--- config.mk ---
export PLATFORM = sky130hd
export DESIGN_NAME = txring_poller
export DESIGN_NICKNAME = d
export VERILOG_FILES = /design/src/rtl/tdr_pkg.sv /design/src/rtl/tdr_poll_timer.sv /design/src/rtl/tdr_desc_walker.sv /design/src/rtl/txring_poller.sv
export SDC_FILE = /design/constraint.sdc
export NUM_CORES = 1
export LEC_CHECK = 0
export BUFFER_PORTS_ARGS = -buffer_cell sky130_fd_sc_hd__buf_2
export CAP_MARGIN = 20
export CORE_MARGIN = 3
export CORE_UTILIZATION = 55
export CTS_BUF_LIST = sky130_fd_sc_hd__clkbuf_4
export DETAILED_ROUTE_END_ITERATION = 16
export HOLD_SLACK_MARGIN = 0.03
export PLACE_DENSITY = 0.81
export SETUP_SLACK_MARGIN = 0.4
export SYNTH_ARGS = -nofsm -noshare
export SYNTH_HDL_FRONTEND = slang
export SYNTH_HIERARCHICAL = 1
export SYNTH_SLANG_ARGS = --single-unit
--- constraint.sdc ---
create_clock -name clk -period 7.04 [get_ports clk]
set_clock_uncertainty 0.15 [all_clocks]
set_input_delay 1.056 -clock clk [delete_from_list [all_inputs] [get_ports clk]]
set_output_delay 1.056 -clock clk [all_outputs]
set_load 0.02 [all_outputs]
--- src/rtl/tdr_pkg.sv ---
package tdr_pkg;
    localparam int OWN_BIT    = 15;
    localparam int ADDFCS_BIT = 13;
    localparam int ENP_BIT    = 8;

    typedef enum logic [2:0] {
        ST_IDLE,
        ST_RD_FLAGS,
        ST_RD_ADDR,
        ST_RD_LEN,
        ST_ISSUE,
        ST_WRITEBACK
    } walk_state_e;
endpackage

--- src/rtl/tdr_poll_timer.sv ---
module tdr_poll_timer #(
    parameter int PERIOD_W = 16
) (
    input  logic                clk,
    input  logic                rst_n,
    input  logic                en,
    input  logic                kick,
    input  logic [PERIOD_W-1:0] period,
    output logic                fire
);
    typedef struct packed {
        logic [PERIOD_W-1:0] cnt;
    } tmr_s;

    tmr_s tmr_d, tmr_q;

    always_comb begin
        tmr_d = tmr_q;
        fire  = en && (tmr_q.cnt == '0);
        if (kick)
            tmr_d.cnt = '0;
        else if (fire)
            tmr_d.cnt = period;
        else if (en)
            tmr_d.cnt = tmr_q.cnt - 1'b1;
    end

    always_ff @(posedge clk) begin
        if (!rst_n)
            tmr_q <= '0;
        else
            tmr_q <= tmr_d;
    end

    AST_KICK_FIRES: assert property (@(posedge clk) disable iff (!rst_n)
        (kick && en) |=> (fire || !en));
endmodule

--- src/rtl/tdr_desc_walker.sv ---
module tdr_desc_walker
    import tdr_pkg::*;
#(
    parameter int ADDR_W = 24,
    parameter int LOG2_W = 3,
    parameter int CMOS   = 1
) (
    input  logic              clk,
    input  logic              rst_n,
    input  logic [ADDR_W-1:0] ring_base,
    input  logic [LOG2_W-1:0] ring_log2,
    input  logic              txon_set,
    input  logic              txon_clr,
    input  logic              tdmd_wr,
    input  logic              dis_fcs,
    input  logic              int_loop,
    input  logic              fire,
    output logic              kick,
    output logic              txon,
    output logic              tdmd,
    output logic              mem_req,
    output logic              mem_we,
    output logic [ADDR_W-1:0] mem_addr,
    output logic [15:0]       mem_wdata,
    input  logic              mem_ack,
    input  logic [15:0]       mem_rdata,
    output logic              req_valid,
    input  logic              req_ready,
    output logic [ADDR_W-1:0] req_addr,
    output logic [15:0]       req_len,
    output logic              req_first,
    output logic              req_last,
    output logic              req_fcs,
    output logic              req_short,
    output logic              tx_int
);
    localparam int IDX_W = (1 << LOG2_W) - 1;
    localparam logic [15:0] MIN_SINGLE = 16'd64;
    localparam logic [15:0] MIN_CHAIN  = 16'd100;

    typedef struct packed {
        walk_state_e        st;
        logic [IDX_W-1:0]   idx;
        logic [15:0]        w_lo;
        logic [15:0]        w_flags;
        logic [15:0]        w_len;
        logic               in_chain;
        logic               fcs;
        logic               txon;
        logic               tdmd;
        logic               done;
    } walk_s;

    walk_s wk_d, wk_q;

    logic              override_ok;
    logic [IDX_W:0]    one_sh;
    logic [IDX_W-1:0]  idx_mask;
    logic [ADDR_W-1:0] desc_addr;
    logic              poll_take;
    logic [15:0]       min_len;

    generate
        if (CMOS != 0) begin : g_fcs_override
            assign override_ok = 1'b1;
        end else begin : g_fcs_fixed
            assign override_ok = 1'b0;
        end
    endgenerate

    always_comb begin
        one_sh    = (IDX_W+1)'(1) << ring_log2;
        idx_mask  = IDX_W'(one_sh - 1'b1);
        desc_addr = ring_base + (ADDR_W'(wk_q.idx) << 3);
        poll_take = (wk_q.st == ST_IDLE) && fire && wk_q.txon;
        kick      = (tdmd_wr && !wk_q.tdmd) || wk_q.done;

        wk_d      = wk_q;
        wk_d.done = 1'b0;
        mem_req   = 1'b0;
        mem_we    = 1'b0;
        mem_addr  = desc_addr;
        mem_wdata = '0;
        req_valid = 1'b0;

        if (txon_set) wk_d.txon = 1'b1;
        if (txon_clr) wk_d.txon = 1'b0;
        if (poll_take) wk_d.tdmd = 1'b0;
        if (tdmd_wr) wk_d.tdmd = 1'b1;

        unique case (wk_q.st)
            ST_IDLE: begin
                if (poll_take) begin
                    wk_d.st       = ST_RD_FLAGS;
                    wk_d.in_chain = 1'b0;
                end
            end
            ST_RD_FLAGS: begin
                mem_req  = 1'b1;
                mem_addr = desc_addr + ADDR_W'(2);
                if (mem_ack) begin
                    wk_d.w_flags = mem_rdata;
                    if (mem_rdata[OWN_BIT]) begin
                        wk_d.st = ST_RD_ADDR;
                        if (!wk_q.in_chain)
                            wk_d.fcs = !dis_fcs || (override_ok && mem_rdata[ADDFCS_BIT]);
                    end else begin
                        wk_d.st = ST_IDLE;
                        if (wk_q.in_chain)
                            wk_d.txon = 1'b0;
                    end
                end
            end
            ST_RD_ADDR: begin
                mem_req  = 1'b1;
                mem_addr = desc_addr;
                if (mem_ack) begin
                    wk_d.w_lo = mem_rdata;
                    wk_d.st   = ST_RD_LEN;
                end
            end
            ST_RD_LEN: begin
                mem_req  = 1'b1;
                mem_addr = desc_addr + ADDR_W'(4);
                if (mem_ack) begin
                    wk_d.w_len = mem_rdata;
                    wk_d.st    = ST_ISSUE;
                end
            end
            ST_ISSUE: begin
                req_valid = 1'b1;
                if (req_ready)
                    wk_d.st = ST_WRITEBACK;
            end
            ST_WRITEBACK: begin
                mem_req   = 1'b1;
                mem_we    = 1'b1;
                mem_addr  = desc_addr + ADDR_W'(2);
                mem_wdata = wk_q.w_flags & ~(16'd1 << OWN_BIT);
                if (mem_ack) begin
                    wk_d.idx = (wk_q.idx + 1'b1) & idx_mask;
                    if (wk_q.w_flags[ENP_BIT]) begin
                        wk_d.done = 1'b1;
                        wk_d.st   = ST_IDLE;
                    end else begin
                        wk_d.in_chain = 1'b1;
                        wk_d.st       = ST_RD_FLAGS;
                    end
                end
            end
            default: wk_d.st = ST_IDLE;
        endcase
    end

    always_ff @(posedge clk) begin
        if (!rst_n) begin
            wk_q    <= '0;
            wk_q.st <= ST_IDLE;
        end else begin
            wk_q <= wk_d;
        end
    end

    always_comb begin
        req_addr  = ADDR_W'({wk_q.w_flags[7:0], wk_q.w_lo});
        req_len   = ~wk_q.w_len + 16'd1;
        req_first = !wk_q.in_chain;
        req_last  = wk_q.w_flags[ENP_BIT];
        req_fcs   = wk_q.fcs;
        min_len   = wk_q.w_flags[ENP_BIT] ? MIN_SINGLE : MIN_CHAIN;
        req_short = !wk_q.in_chain && !int_loop && (req_len < min_len);
        txon      = wk_q.txon;
        tdmd      = wk_q.tdmd;
        tx_int    = wk_q.done;
    end

    AST_REQ_HOLD: assert property (@(posedge clk) disable iff (!rst_n)
        (req_valid && !req_ready) |=> (req_valid && $stable(req_addr) && $stable(req_len)));
    AST_DONE_PULSE: assert property (@(posedge clk) disable iff (!rst_n)
        tx_int |=> !tx_int);
    AST_DEMAND_CLEAR: assert property (@(posedge clk) disable iff (!rst_n)
        (poll_take && !tdmd_wr) |=> !tdmd);
endmodule

--- src/rtl/txring_poller.sv ---
module txring_poller #(
    parameter int ADDR_W       = 24,
    parameter int LOG2_W       = 3,
    parameter int PERIOD_W     = 16,
    parameter int CMOS_VARIANT = 1
) (
    input  logic                clk,
    input  logic                rst_n,
    input  logic [ADDR_W-1:0]   ring_base,
    input  logic [LOG2_W-1:0]   ring_log2,
    input  logic [PERIOD_W-1:0] poll_period,
    input  logic                txon_set,
    input  logic                txon_clr,
    input  logic                tdmd_wr,
    input  logic                dis_fcs,
    input  logic                int_loop,
    output logic                txon,
    output logic                tdmd,
    output logic                mem_req,
    output logic                mem_we,
    output logic [ADDR_W-1:0]   mem_addr,
    output logic [15:0]         mem_wdata,
    input  logic                mem_ack,
    input  logic [15:0]         mem_rdata,
    output logic                req_valid,
    input  logic                req_ready,
    output logic [ADDR_W-1:0]   req_addr,
    output logic [15:0]         req_len,
    output logic                req_first,
    output logic                req_last,
    output logic                req_fcs,
    output logic                req_short,
    output logic                tx_int
);
    logic poll_fire;
    logic poll_kick;

    tdr_poll_timer #(.PERIOD_W(PERIOD_W)) u_timer (
        .clk    (clk),
        .rst_n  (rst_n),
        .en     (txon),
        .kick   (poll_kick),
        .period (poll_period),
        .fire   (poll_fire)
    );

    tdr_desc_walker #(
        .ADDR_W (ADDR_W),
        .LOG2_W (LOG2_W),
        .CMOS   (CMOS_VARIANT)
    ) u_walker (
        .clk       (clk),
        .rst_n     (rst_n),
        .ring_base (ring_base),
        .ring_log2 (ring_log2),
        .txon_set  (txon_set),
        .txon_clr  (txon_clr),
        .tdmd_wr   (tdmd_wr),
        .dis_fcs   (dis_fcs),
        .int_loop  (int_loop),
        .fire      (poll_fire),
        .kick      (poll_kick),
        .txon      (txon),
        .tdmd      (tdmd),
        .mem_req   (mem_req),
        .mem_we    (mem_we),
        .mem_addr  (mem_addr),
        .mem_wdata (mem_wdata),
        .mem_ack   (mem_ack),
        .mem_rdata (mem_rdata),
        .req_valid (req_valid),
        .req_ready (req_ready),
        .req_addr  (req_addr),
        .req_len   (req_len),
        .req_first (req_first),
        .req_last  (req_last),
        .req_fcs   (req_fcs),
        .req_short (req_short),
        .tx_int    (tx_int)
    );

    AST_MEM_HOLD: assert property (@(posedge clk) disable iff (!rst_n)
        (mem_req && !mem_ack) |=> (mem_req && $stable(mem_addr) && $stable(mem_we)));
endmodule

==> flow_summary_export.csv, run 1 <==
group,metric,value,unit
worst_setup_path,cp-start-kind,"input port",
die,die_width,109,um
route,drc_errors,0,
logic_synthesis,synth_top_family_by_area,"simple AND/OR/NAND/NOR gates",
cts,clockRootBuffer,"clkbuf_4",
worst_setup_path,crit_type,"in2out",
timing,max_freq,0.191,GHz
global_routing,grtUsageMet1,34.7,%
cts,clockBufferDepth,2,
global_routing,grt_util_all_layers,27.8,%
final_layout,fin_nets,948,
route,vias,6010,
global_routing,globalRouteOverflowTotal,0,
logic_synthesis,synth_edf_count,0,
die,initial_utilization,58.0,%
run,drv_cap,0,
die,ios,158,
final_layout,post-route-util,65.2,%
outcome,status,"completed",
hold_path,min_path_type,"reg2reg",
timing,fin_crit_sh,74.2,%
timing,tns,0,ns
cts,post_cts_resized,0,
logic_synthesis,avgSynthCellArea,7.55,um^2
global_routing,met2_usage,47.3,%
die,rows,36,
cts,postCtsSetupBuffers,0,
cts,clock_latency,0.44,ns
logic_synthesis,synth_cells,768,
logic_synthesis,ys_types,87,
timing,timing_hold_violations_final,0,
cts,cts_sinks,78,
route,first_pass_iters,7,
worst_setup_path,cp_data_arrival_time,4.02,ns
logic_synthesis,ys_warn_count,6,
final_layout,final_cell_mix,"buf_2, nand2_1, a21oi_1",
cts,cts_hold_buf,0,
placement,place_congestion,0.951,
timing,tightest_slew,0.777,ns
global_routing,grt_most_used_layer,"met2",
logic_synthesis,synthArstFlopShare,0,%
logic_synthesis,synth-xor-area-share,7.88,%
placement,io_buffers,154,
worst_setup_path,end_kind,"output pin",
final_layout,area_growth_syn_to_layout,12.5,%
placement,dpl.hpwl,12.4,mm
power_and_ir_drop,power_density,149,nW/um^2
timing,finalSetupViolCount,0,
timing,post-route-min-period,5.22,ns
logic_synthesis,syn_nets,851,
worst_setup_path,required,5.83,ns
logic_synthesis,syn_area,5800,um^2
route,viasPerCell,5.99,
global_routing,first_global_vias,5528,
timing,final_max_slew_viol_count,0,
route,drt-initial-drc-count,584,
logic_synthesis,synthSimpleGateAreaFrac,31.8,%
global_routing,use_met3,6.45,%
timing,rsz0062_at_grt,"no",
route,ant_nets,0,
logic_synthesis,synthMuxAreaShare,0.388,%
power_and_ir_drop,p_leak,0.00272,uW
cts,cts_tree,"done",
cts,cts_made_buffers,9,
logic_synthesis,synth_compound_area_share,21.4,%
route,detail_route.wl_per_cell,16.6,um
worst_setup_path,crit_fanout,7,
final_layout,drive_gt1_share,23.9,%
final_layout,final_common_cell,"buf_2",
die,fp.dieArea,11800,um^2
route,wl,16.7,mm
logic_synthesis,synth_seq_area_share,26.9,%
global_routing,grt_max_degree,62,
global_routing,grt_pass1_wl,26.4,mm
die,design.core.area,10000,um^2
cts,htreeDepth,3,
logic_synthesis,synth_ff_type,"dfxtp_1",
logic_synthesis,synthAdderAreaFrac,3.37,%
power_and_ir_drop,power,971,uW
power_and_ir_drop,peakVddDrop,0.133,mV
cts,clk_pin_slew,0.15,ns
timing,max-slew-margin-rel,48.2,%
die,chipHeight,109,um
logic_synthesis,ys_seq_elements,78,
global_routing,antenna_found_initial,1,
-- cells by family after synthesis --
| family | count (synthesis) |
|---|---|
| adder cells (fa/ha/maj) | 15 |
| flip-flops | 78 |
| other | 1 |
| XOR/XNOR | 50 |
| AND/OR/NAND/NOR | 349 |
| multiplexers | 2 |
| buffers and inverters | 87 |
| AO/OA/AOI/OAI | 186 |
-- stage by stage --
step | setup slack (ns) | instance area [um^2] | cells | hold slack [ns]
floorplan | 2.11 | 5800 | 768 | 0.282
global placement | 1.90 | 6330 | 985 | 0.291
detailed placement | 1.84 | 6340 | 986 | 0.295
CTS | 1.84 | 6510 | 1002 | 0.315
global route | 1.62 | 6520 | 1004 | 0.335
finish | 1.82 | 6520 | 1004 | 0.312
-- registers in the layout, summed over array words and instances (netlist names) --
name,flops
u_timer/tmr_q,16
u_walker/wk_q,33
u_walker/txon,1
u_walker/tdmd,1
u_walker/req_last,1
u_walker/req_addr,24
u_walker/req_fcs,1
u_walker/tx_int,1
-- critical path, stage by stage --
cell and delay, ns:
buf_2 0.10, ha_1 0.24, fa_1 0.49, a211oi_4 0.37
o21ai_2 0.16, o21ai_1 0.46, a31oi_1 0.17, o22a_1 0.27
nor4_1 0.37, xnor2_1 0.15, buf_2 0.18
-- per-layer routing --
layer	vias up	routed length (um)	part of all wire [%]
met1	2783	7030	42
met3	25	1390	8.3
met5	-	0	0
li1	2926	-	-
met4	0	249	1.5
met2	276	8000	48
-- area by class of cell --
class	count	area, um^2
multi-input combinational	603	3760
fill	900	3480
sequential	78	1560
timing repair buffer	158	801
tap	133	166
clock inverter	7	104
clock buffer	9	67.6
inverter	15	56.3
antenna	1	2.50
-- power by group --
group / leakage (uW) / internal (uW) / total, uW / switching [uW]
registers: 0.000629 / 448 / 459 / 11.2
clock network: 0.0000851 / 149 / 325 / 176
logic: 0.00201 / 69.1 / 187 / 118
total: 0.00272 / 666 / 971 / 306
-- final timing paths --
path | startpoint | to | slack, ns | cells after the start
max | ring_base[3] | mem_addr[22] | 1.82 | 11
min | u_walker/req_addr[12] | u_walker/req_addr[12] | 0.31 | 2
max reg2reg | u_walker/txon | u_walker/tdmd | 4.02 | 7
min reg2reg | u_walker/req_addr[12] | u_walker/req_addr[12] | 0.31 | 2
-- cell usage after synthesis (11+ instances only) --
master	count	area (um^2)
clkbuf_1	30	113
nand3_1	24	120
and2_1	16	100
nor2b_1	14	87.6
nor2_1	38	143
a31oi_1	13	81.3
xnor2_1	29	254
nand2_1	134	503
xor2_1	20	175
inv_1	14	52.6
nand4_1	11	68.8
o21ai_0	23	115
nor4_1	13	81.3
dfxtp_1	78	1560
nor3_1	27	135
ha_1	14	175
a21oi_1	84	420
buf_4	28	210
Power figures use the tool's default switching activity.
==> run 2, diff against run 1 <==
Clock period 7.04 ns to 4.9 ns, I/O delays scaled along.
==> run 2 against run 1 <==
  * Register-to-register slack got worse by 2.3 ns
  * Clock power grew 43%
  * Sequential power grew 44%
  * Critical path depth stayed put
  * Non-clock buffer count up 5
  * Via count rose by 0.97%
  * Hold slack lost 0.0040 ns
  * Global-route usage up 0.91 points
  * Cell area grew 1.7%
  * Core utilization grew 1.1 points
  * Die area stayed put
==> flow_summary_export.csv, run 2 (synthesis gave the netlist of run 1 again) <==
group,metric,value,unit
worst_setup_path,crit_fanout,8,
final_layout,final_cell_mix,"buf_2, nand2_1, a21oi_1",
final_layout,top_register,"u_walker/wk_q",
global_routing,grt_pass1_wl,27.2,mm
power_and_ir_drop,power_frac_seq,47.1,%
die,rows,36,
final_layout,final_cell_count_no_fill,1008,
timing,tns,0,ns
route,viasPerCell,6.02,
worst_setup_path,crit_path_cell_trace,"buf_2 -> ha_2 -> fa_2 -> a211oi_4 -> o211a_4 -> nor2_1 -> nor3_1 -> o32ai_2 -> nor4_2 -> xnor2_1 -> buf_2",
timing,max_freq,0.230,GHz
route,drc_errors,0,
final_layout,fin_nets,953,
cts,clockRootBuffer,"clkbuf_4",
die,design.core.area,10000,um^2
power_and_ir_drop,comb_power_share,19.7,%
hold_path,min_path_type,"in2reg",
timing,timing_hold_violations_final,0,
cts,cts_hold_buf,0,
cts,clk_pin_slew,0.14,ns
timing,fin_crit_sh,88.8,%
worst_setup_path,worst-path-buf-inv,2,
placement,dp_slack,0.316,ns
global_routing,first_global_vias,5630,
worst_setup_path,cp_slowest_stage_delay,0.45,ns
placement,dp_cells,989,
worst_setup_path,cp-start-kind,"input port",
hold_path,min_path_cells,2,
placement,place_congestion,0.944,
power_and_ir_drop,power_density,211,nW/um^2
global_routing,globalRouteOverflowTotal,0,
final_layout,insertedDiodeCount,0,
hold_path,min_from,"txon_clr",
die,ios,158,
final_layout,drive_gt1_share,25.4,%
final_layout,largest_register_ffs,33,
power_and_ir_drop,clockPowerShare,33.2,%
timing,finalSetupViolCount,0,
route,drt-initial-drc-count,621,
worst_setup_path,rr_worst_depth,5,
final_layout,multi_input_area,3820,um^2
timing,final_max_slew_viol_count,0,
worst_setup_path,cp_data_arrival_time,3.47,ns
outcome,status,"completed",
die,initial_utilization,58.0,%
final_layout,final.fill_count,901,
placement,dpl.hpwl,12.6,mm
timing,tightest_slew,1.08,ns
power_and_ir_drop,internal_power,962,uW
die,fp.dieArea,11800,um^2
final_layout,regArea,1560,um^2
power_and_ir_drop,p_leak,0.00276,uW
cts,clockBufferDepth,2,
worst_setup_path,slowest_stage,"fa_2",
cts,cts_sinks,78,
final_layout,final_common_cell,"buf_2",
cts,cts_tree,"done",
route,first_pass_iters,5,
hold_path,hold_end,"u_walker/txon",
worst_setup_path,required,4.01,ns
timing,fin_ws,0.548,ns
global_routing,antenna_found_initial,0,
timing,post-route-min-period,4.35,ns
final_layout,area_growth_syn_to_layout,14.4,%
global_routing,grt_max_degree,31,
worst_setup_path,r2r_slack,1.73,ns
worst_setup_path,path_common_cell,"buf_2",
cts,cts_made_buffers,9,
cts,clock_latency,0.41,ns
die,die_width,109,um
placement,io_buffers,154,
worst_setup_path,rr_endpoint,"u_walker/wk_q[57]",
die,chipHeight,109,um
route,wl,17.2,mm
final_layout,post-route-util,66.3,%
power_and_ir_drop,peakVddDrop,0.257,mV
timing,rsz0062_at_grt,"no",
cts,htreeDepth,3,
route,ant_nets,0,
worst_setup_path,end_kind,"output pin",
run,drv_cap,0,
power_and_ir_drop,netSwitchingPower,439,uW
power_and_ir_drop,p_sw_share,31.3,%
worst_setup_path,crit_type,"in2out",
worst_setup_path,critPathTopFamily,"compound AO/OA/AOI/OAI gates",
worst_setup_path,r2r_start,"u_walker/wk_q[60]",
route,vias,6068,
route,detail_route.wl_per_cell,17.0,um
global_routing,grt_util_all_layers,28.7,%
timing,max-slew-margin-rel,28.1,%
## run 2: worst max-delay path by stage
stage,from,end,slack (ns),cells after the start
after global placement,ring_base[3],mem_addr[15],0.38,11
final,ring_base[3],mem_addr[23],0.55,11
after detailed placement,ring_base[3],mem_addr[15],0.32,11
after CTS,u_walker/wk_q[53],mem_addr[20],0.48,11
after global routing,u_walker/wk_q[58],mem_addr[23],0.41,9
after floorplan,ring_base[3],mem_addr[15],0.61,9
## run 2: layout make-up
class	count	area share [%]
sequential	78	23.6
tap	133	2.51
timing repair buffer	163	12.9
inverter	15	0.849
multi-input combinational	603	57.6
clock buffer	9	1.02
clock inverter	7	1.55
## run 2: per-stage QoR
step | hold WS, ns | power [uW] | instance area (um^2)
after CTS | 0.265 | 1410 | 6590
after global placement | 0.291 | 932 | 6350
final | 0.308 | 1400 | 6630
after global routing | 0.271 | 1470 | 6630
after floorplan | 0.282 | 857 | 5800
after detailed placement | 0.296 | 941 | 6380
## run 2: power groups by stage
| stage | logic [uW] | clock network, uW | registers (uW) |
|---|---|---|---|
| floorplan | 190 | 0 | 668 |
| global placement | 259 | 0 | 672 |
| detailed placement | 268 | 0 | 673 |
| CTS | 270 | 478 | 659 |
| global route | 300 | 508 | 662 |
| finish | 276 | 465 | 660 |
## run 2: per-layer routing
metal,routed length [um],global-route usage [%],vias to the layer above
met1,7220,36.0,2825
met4,426,11.4,0
li1,-,-,2935
met3,1390,6.81,35
met2,8130,47.5,273
met5,0,0,-
## run 2: what timing repair did
item | 4_1_cts | 5_1_grt
hold endpoints to repair | 0 | 0
resized for setup | 3 | 10
buffers inserted | 3 | 0
pin swaps | 2 | 5
setup endpoints to repair | 5 | 6
